File: src/rtl/pla_pkg.sv
package pla_pkg;

    typedef enum logic [1:0] {
        LIT_ANY  = 2'b00,
        LIT_LOW  = 2'b01,
        LIT_HIGH = 2'b10,
        LIT_KILL = 2'b11
    } lit_e;

    // One literal against one input bit
    function automatic logic lit_pass(input lit_e code, input logic x);
        case (code)
            LIT_ANY:  return 1'b1;
            LIT_LOW:  return ~x;
            LIT_HIGH: return x;
            default:  return 1'b0;
        endcase
    endfunction

    function automatic int max_int(input int a, input int b);
        return (a > b) ? a : b;
    endfunction

endpackage

File: src/rtl/pla_cfg_store.sv
module pla_cfg_store #(
    parameter int N  = 3,
    parameter int K  = 5,
    parameter int M  = 4,
    parameter int AW = 4,
    parameter int DW = 6
) (
    input  logic                    clk,
    input  logic                    rst,
    input  logic                    cfg_we,
    input  logic [AW-1:0]           cfg_addr,
    input  logic [DW-1:0]           cfg_wdata,
    output logic [K-1:0][2*N-1:0]   term_row,
    output logic [M-1:0][K-1:0]     out_mask,
    output logic [M-1:0]            out_inv
);
    localparam int ROWS = K + M;

    for (genvar k = 0; k < K; k++) begin : g_term
        always_ff @(posedge clk) begin
            if (rst)
                term_row[k] <= '0;
            else if (cfg_we && cfg_addr == AW'(k))
                term_row[k] <= cfg_wdata[2*N-1:0];
        end
    end

    for (genvar j = 0; j < M; j++) begin : g_out
        always_ff @(posedge clk) begin
            if (rst) begin
                out_mask[j] <= '0;
                out_inv[j]  <= 1'b0;
            end else if (cfg_we && cfg_addr == AW'(K + j)) begin
                out_mask[j] <= cfg_wdata[K-1:0];
                out_inv[j]  <= cfg_wdata[K];
            end
        end
    end

    logic oob_write;
    assign oob_write = cfg_we && (int'(cfg_addr) >= ROWS);

    p_reset_clear_r7: assert property (@(posedge clk) disable iff (rst)
        $past(rst) |-> (term_row == '0 && out_mask == '0 && out_inv == '0));

    p_oob_ignored_r8: assert property (@(posedge clk) disable iff (rst)
        oob_write |=> ($stable(term_row) && $stable(out_mask) && $stable(out_inv)));

    p_hold_when_idle_r9: assert property (@(posedge clk) disable iff (rst)
        !cfg_we |=> ($stable(term_row) && $stable(out_mask) && $stable(out_inv)));

endmodule

File: src/rtl/pla_and_plane.sv
module pla_and_plane
    import pla_pkg::*;
#(
    parameter int N = 3,
    parameter int K = 5
) (
    input  logic                   clk,
    input  logic                   rst,
    input  logic [N-1:0]           in_vec,
    input  logic [K-1:0][2*N-1:0]  term_row,
    output logic [K-1:0]           term_hit
);
    for (genvar k = 0; k < K; k++) begin : g_term
        logic [N-1:0] pass;
        logic [N-1:0] kill;
        for (genvar i = 0; i < N; i++) begin : g_lit
            assign pass[i] = lit_pass(lit_e'(term_row[k][2*i +: 2]), in_vec[i]);
            assign kill[i] = (term_row[k][2*i +: 2] == 2'b11);
        end
        assign term_hit[k] = &pass;

        p_empty_term_true_r2: assert property (@(posedge clk) disable iff (rst)
            (term_row[k] == '0) |-> term_hit[k]);

        p_kill_forces_zero_r1: assert property (@(posedge clk) disable iff (rst)
            (|kill) |-> !term_hit[k]);
    end

endmodule

File: src/rtl/pla_or_plane.sv
module pla_or_plane #(
    parameter int K = 5,
    parameter int M = 4
) (
    input  logic                 clk,
    input  logic                 rst,
    input  logic [K-1:0]         term_hit,
    input  logic [M-1:0][K-1:0]  out_mask,
    input  logic [M-1:0]         out_inv,
    output logic [M-1:0]         out_vec
);
    for (genvar j = 0; j < M; j++) begin : g_out
        logic sum;
        assign sum        = |(term_hit & out_mask[j]);
        assign out_vec[j] = sum ^ out_inv[j];

        p_empty_mask_r5: assert property (@(posedge clk) disable iff (rst)
            (out_mask[j] == '0) |-> (out_vec[j] == out_inv[j]));

        p_selected_term_r4: assert property (@(posedge clk) disable iff (rst)
            (|(term_hit & out_mask[j])) |-> (out_vec[j] != out_inv[j]));
    end

endmodule

File: src/rtl/cfg_pla.sv
module cfg_pla
    import pla_pkg::*;
#(
    parameter int N = 3,
    parameter int K = 5,
    parameter int M = 4,
    localparam int AW = $clog2(K + M),
    localparam int DW = max_int(2 * N, K + 1)
) (
    input  logic           clk,
    input  logic           rst,
    input  logic           cfg_we,
    input  logic [AW-1:0]  cfg_addr,
    input  logic [DW-1:0]  cfg_wdata,
    input  logic [N-1:0]   in_vec,
    output logic [M-1:0]   out_vec
);
    logic [K-1:0][2*N-1:0] term_row;
    logic [M-1:0][K-1:0]   out_mask;
    logic [M-1:0]          out_inv;
    logic [K-1:0]          term_hit;

    pla_cfg_store #(.N(N), .K(K), .M(M), .AW(AW), .DW(DW)) u_store (
        .clk(clk), .rst(rst), .cfg_we(cfg_we), .cfg_addr(cfg_addr),
        .cfg_wdata(cfg_wdata), .term_row(term_row), .out_mask(out_mask),
        .out_inv(out_inv)
    );

    pla_and_plane #(.N(N), .K(K)) u_and (
        .clk(clk), .rst(rst), .in_vec(in_vec), .term_row(term_row),
        .term_hit(term_hit)
    );

    pla_or_plane #(.K(K), .M(M)) u_or (
        .clk(clk), .rst(rst), .term_hit(term_hit), .out_mask(out_mask),
        .out_inv(out_inv), .out_vec(out_vec)
    );

endmodule

File: config.mk
export PLATFORM = sky130hd
export DESIGN_NAME = cfg_pla
export DESIGN_NICKNAME = d
export VERILOG_FILES = /design/src/rtl/pla_pkg.sv /design/src/rtl/pla_cfg_store.sv /design/src/rtl/pla_and_plane.sv /design/src/rtl/pla_or_plane.sv /design/src/rtl/cfg_pla.sv
export SDC_FILE = /design/constraint.sdc
export NUM_CORES = 1
export LEC_CHECK = 0
export BUFFER_PORTS_ARGS = -buffer_cell sky130_fd_sc_hd__buf_4
export CAP_MARGIN = 20
export CORE_MARGIN = 3
export CORE_UTILIZATION = 53
export CTS_CLUSTER_SIZE = 28
export DETAILED_ROUTE_END_ITERATION = 7
export PLACE_DENSITY = 0.81
export SYNTH_ARGS = -nofsm -noshare
export SYNTH_HDL_FRONTEND = slang
export SYNTH_SLANG_ARGS = --single-unit
File: constraint.sdc
create_clock -name clk -period 1.5 [get_ports clk]
set_clock_uncertainty 0.2 [all_clocks]
set_input_delay 0.15 -clock clk [delete_from_list [all_inputs] [get_ports clk]]
set_output_delay 0.15 -clock clk [all_outputs]
set_load 0.02 [all_outputs]
==> metrics.md <==
| Metric | Value |
|---|---|
| Outcome | `finished, violations left` |
| Violated checks | `setup timing` |
| Fin area | `0.002858 mm²` |
| First-pass GRT wire length | `8459 µm` |
| 1st-iter DRT viols | `107` |
| Slew headroom | `78.86%` |
| Critical path, cell by cell | `mux2i_1 > and3_4 > a222oi_1 > nand2_1 > xor2_2 > buf_4` |
| Mapped Area | `0.002364 mm²` |
| Non-filler cells, final | `312` |
| Arr. time, crit path | `1.70 ns` |
| Layout area overhead | `20.91%` |
| Die X | `72.78 µm` |
| Slowest-stage cell, CP | `dfxtp_2` |
| Share of post-route cells with drive strength above 1 | `22.52%` |
| RSZ-0062 raised after global routing | `true` |
| Initial cell density of the core | `57.04%` |
| # clock sinks | `54` |
| Drt wl/cell | `16.07 µm` |
| Crit-path max cell delay | `0.35 ns` |
| # diodes | `0` |
| Switching Share | `24.08%` |
| Placed inst area | `0.002674 mm²` |
| Worst-path maximum fanout | `4` |
| Post-synth cell types | `21` |
| # rows | `23` |
| I/O pin count | `20` |
| DRC viols | `0` |
| Tmin final | `2.048 ns` |
| Seq pwr share | `58.2%` |
| Slew Limit Fails | `0` |
| Routed Wire Length | `5013 µm` |
| Register area share after synthesis | `45.74%` |
| Later-pin clock latency in the skew report | `0.30 ns` |
| WS Path Type | `flip-flop to output pin` |
| FMAX | `488.3 MHz` |
| I/O Buffers | `19` |
| Clock power frac | `30.5%` |
| DR pass1 iterations | `4` |
| Antenna violations before repair | `0` |
| Die ar. | `0.005297 mm²` |
| CP startpoint kind | `flip-flop` |
| CTS tree | `built` |
| Clock Root Buffer | `clkbuf_8` |
| Max-Cap Viols | `0` |
| Final WS setup | `-0.5481 ns` |
| Psw | `604.6 µW` |
| Syn Inst Count | `236` |
| Combinational Power Share | `11.3%` |
| Internal power | `1906 µW` |
| Core footprint | `0.004144 mm²` |
| GP Congestion | `0.8134` |
| Hold WC Path Type | `primary input to flip-flop` |
| Clk buf depth | `2` |
| Setup bufs post-CTS | `0` |
| Final Cycle Share | `136.5%` |
| Cell Pwr Density | `878.6 mW/mm²` |
| DR vias/cell | `5.548` |
| Endpoints failing setup | `4` |
| Synth warn | `0` |
| Gr usage total | `21.26%` |
| Pin count of the biggest net entering global routing | `39` |
| Vias in the first global route | `1722` |
| Clk slew on worst S/H paths | `0.09 ns` |
| Final HPWL DP | `3418 µm` |
| Cts bufs inserted | `5` |
| Syn_nets | `252` |
| Place WS | `-0.3234 ns` |
| Avg Inst Size Synth | `10.01 µm²` |
| Peak supply drop | `0.6936 mV` |
| Total power | `2511 µW` |
| Endpoints failing hold | `0` |
| GRT Residual Overflow | `0` |
| Worst Tran Pin Value | `0.3160 ns` |
| Post-route ant nets | `0` |
| Req. time, crit path | `1.15 ns` |
| Via count | `1731` |
| LEAKAGE | `0.001289 µW` |
| CTS H-Tree Depth | `2` |
| Chip height | `72.78 µm` |
| Seq cells post-synth | `54` |
| Cell Count Post-Placement | `298` |
| Crit end category | `output pin` |
| Layout Nets | `278` |
==> state kept, by name, indices dropped and copies added (netlist names) <==
register          count
u_store.term_row     30
u_store.out_mask     20
u_store.out_inv       4
==> metrics by stage <==
stage          setup TNS, ns  util, %  hold WS, ns
2_1_floorplan        -0.4622        -       0.1727
3_3_place_gp          -1.188    64.52       0.2543
4_1_cts               -2.105    68.87       0.1169
3_5_place_dp          -1.209    64.52       0.2596
5_1_grt               -2.781    68.96       0.1494
6_report              -2.136    68.96       0.1209
==> critical path, delay by kind of cell, from the launching register on <==
family,cells,cell delay (ns)
XOR/XNOR,1,0.16
AND/OR/NAND/NOR,2,0.33
buffers and inverters,1,0.15
multiplexers,1,0.09
flip-flops,1,0.35
AO/OA/AOI/OAI,1,0.31
==> synth_stat cells (all sizes together) <==
library cell	number	area share (%)
buf	12	2.7
and2b	1	0.32
a22oi	4	1.3
mux2i	63	27
nand2	12	1.9
a21oi	6	1.3
xor2	4	1.5
nand3b	3	1.8
clkbuf	7	1.1
nand4b	1	0.64
a222oi	4	1.7
nor2	50	8.2
dfxtp	54	46
nor3b	3	2.4
nand3	6	1.3
nand2b	1	0.26
and3	5	1.3
==> cell type report <==
| cell class | instances | area [µm²] |
|---|---|---|
| fillers | 337 | 1286 |
| multi-input cells | 163 | 1237 |
| flip-flops and latches | 54 | 1089 |
| repair buffers | 38 | 389.1 |
| clock buffers | 6 | 72.57 |
| well taps | 50 | 62.56 |
| clock inverters | 1 | 7.507 |
==> path summary, 6_finish.rpt <==
path	slack, ns	start	end	cells after the start
hold reg to reg	0.27	u_store.term_row[2]	u_store.term_row[2]	2
hold / removal	0.12	cfg_addr[3]	u_store.term_row[2]	5
setup reg to reg	0.66	u_store.term_row[10]	u_store.term_row[10]	2
setup / recovery	-0.55	u_store.term_row[10]	out_vec[3]	6
==> cell usage in the layout, fill, tap and decap left out <==
master,Yosys,final
nand3b_4,1,1
a222oi_1,4,4
and3_1,5,2
nand3_1,6,6
mux2i_1,63,63
xor2_2,0,4
dfxtp_1,54,48
and2b_1,1,1
a21oi_1,6,6
nand4b_2,1,1
nor3b_4,3,3
nand2b_1,1,1
nand3b_2,2,2
clkbuf_1,7,1
dfxtp_2,0,6
nand2_1,12,12
clkbuf_8,0,5
dlygate4sd3_1,0,7
buf_6,0,3
clkinvlp_4,0,1
a22oi_1,4,4
nor2_1,48,48
nor2_2,2,2
buf_12,0,6
buf_4,2,22
and3_4,0,3
==> power by group through the flow <==
stage	clock network, µW	registers (µW)	logic [µW]
6_report	767	1460	283
5_1_grt	843	1460	306
4_1_cts	786	1460	282
3_5_place_dp	0	1490	261
3_3_place_gp	0	1490	259
2_1_floorplan	0	1490	167
==> layer usage <==
layer | track usage (%) | vias to the layer above | share of wire, % | wire [µm]
met5 | 0 | - | 0 | 0
met4 | 7.377 | 0 | 1.8 | 88
met3 | 4.959 | 8 | 5.7 | 286
met2 | 32.46 | 40 | 47 | 2359
met1 | 29.50 | 827 | 45 | 2278
li1 | - | 856 | - | -
==> what timing repair did <==
| item | CTS | global route |
|---|---|---|
| gates cloned | 0 | 0 |
| endpoints found under the hold margin | 35 | 0 |
| hold buffers | 7 | 0 |
| setup endpoints to repair | 4 | 4 |
| pin swaps | 10 | 3 |
| gates resized for setup | 14 | 1 |
==> cells by family (layout without fill, tap and decap cells) <==
logic type	count (synthesis)	in the layout	share of synthesized area [%]
simple gates	82	82	18.05
compound gates	14	14	4.235
mux	63	63	26.68
flops	54	54	45.74
xor+xnor	4	4	1.482
buf+inv	19	45	3.811
No activity file was read; power rests on OpenSTA's default activity.
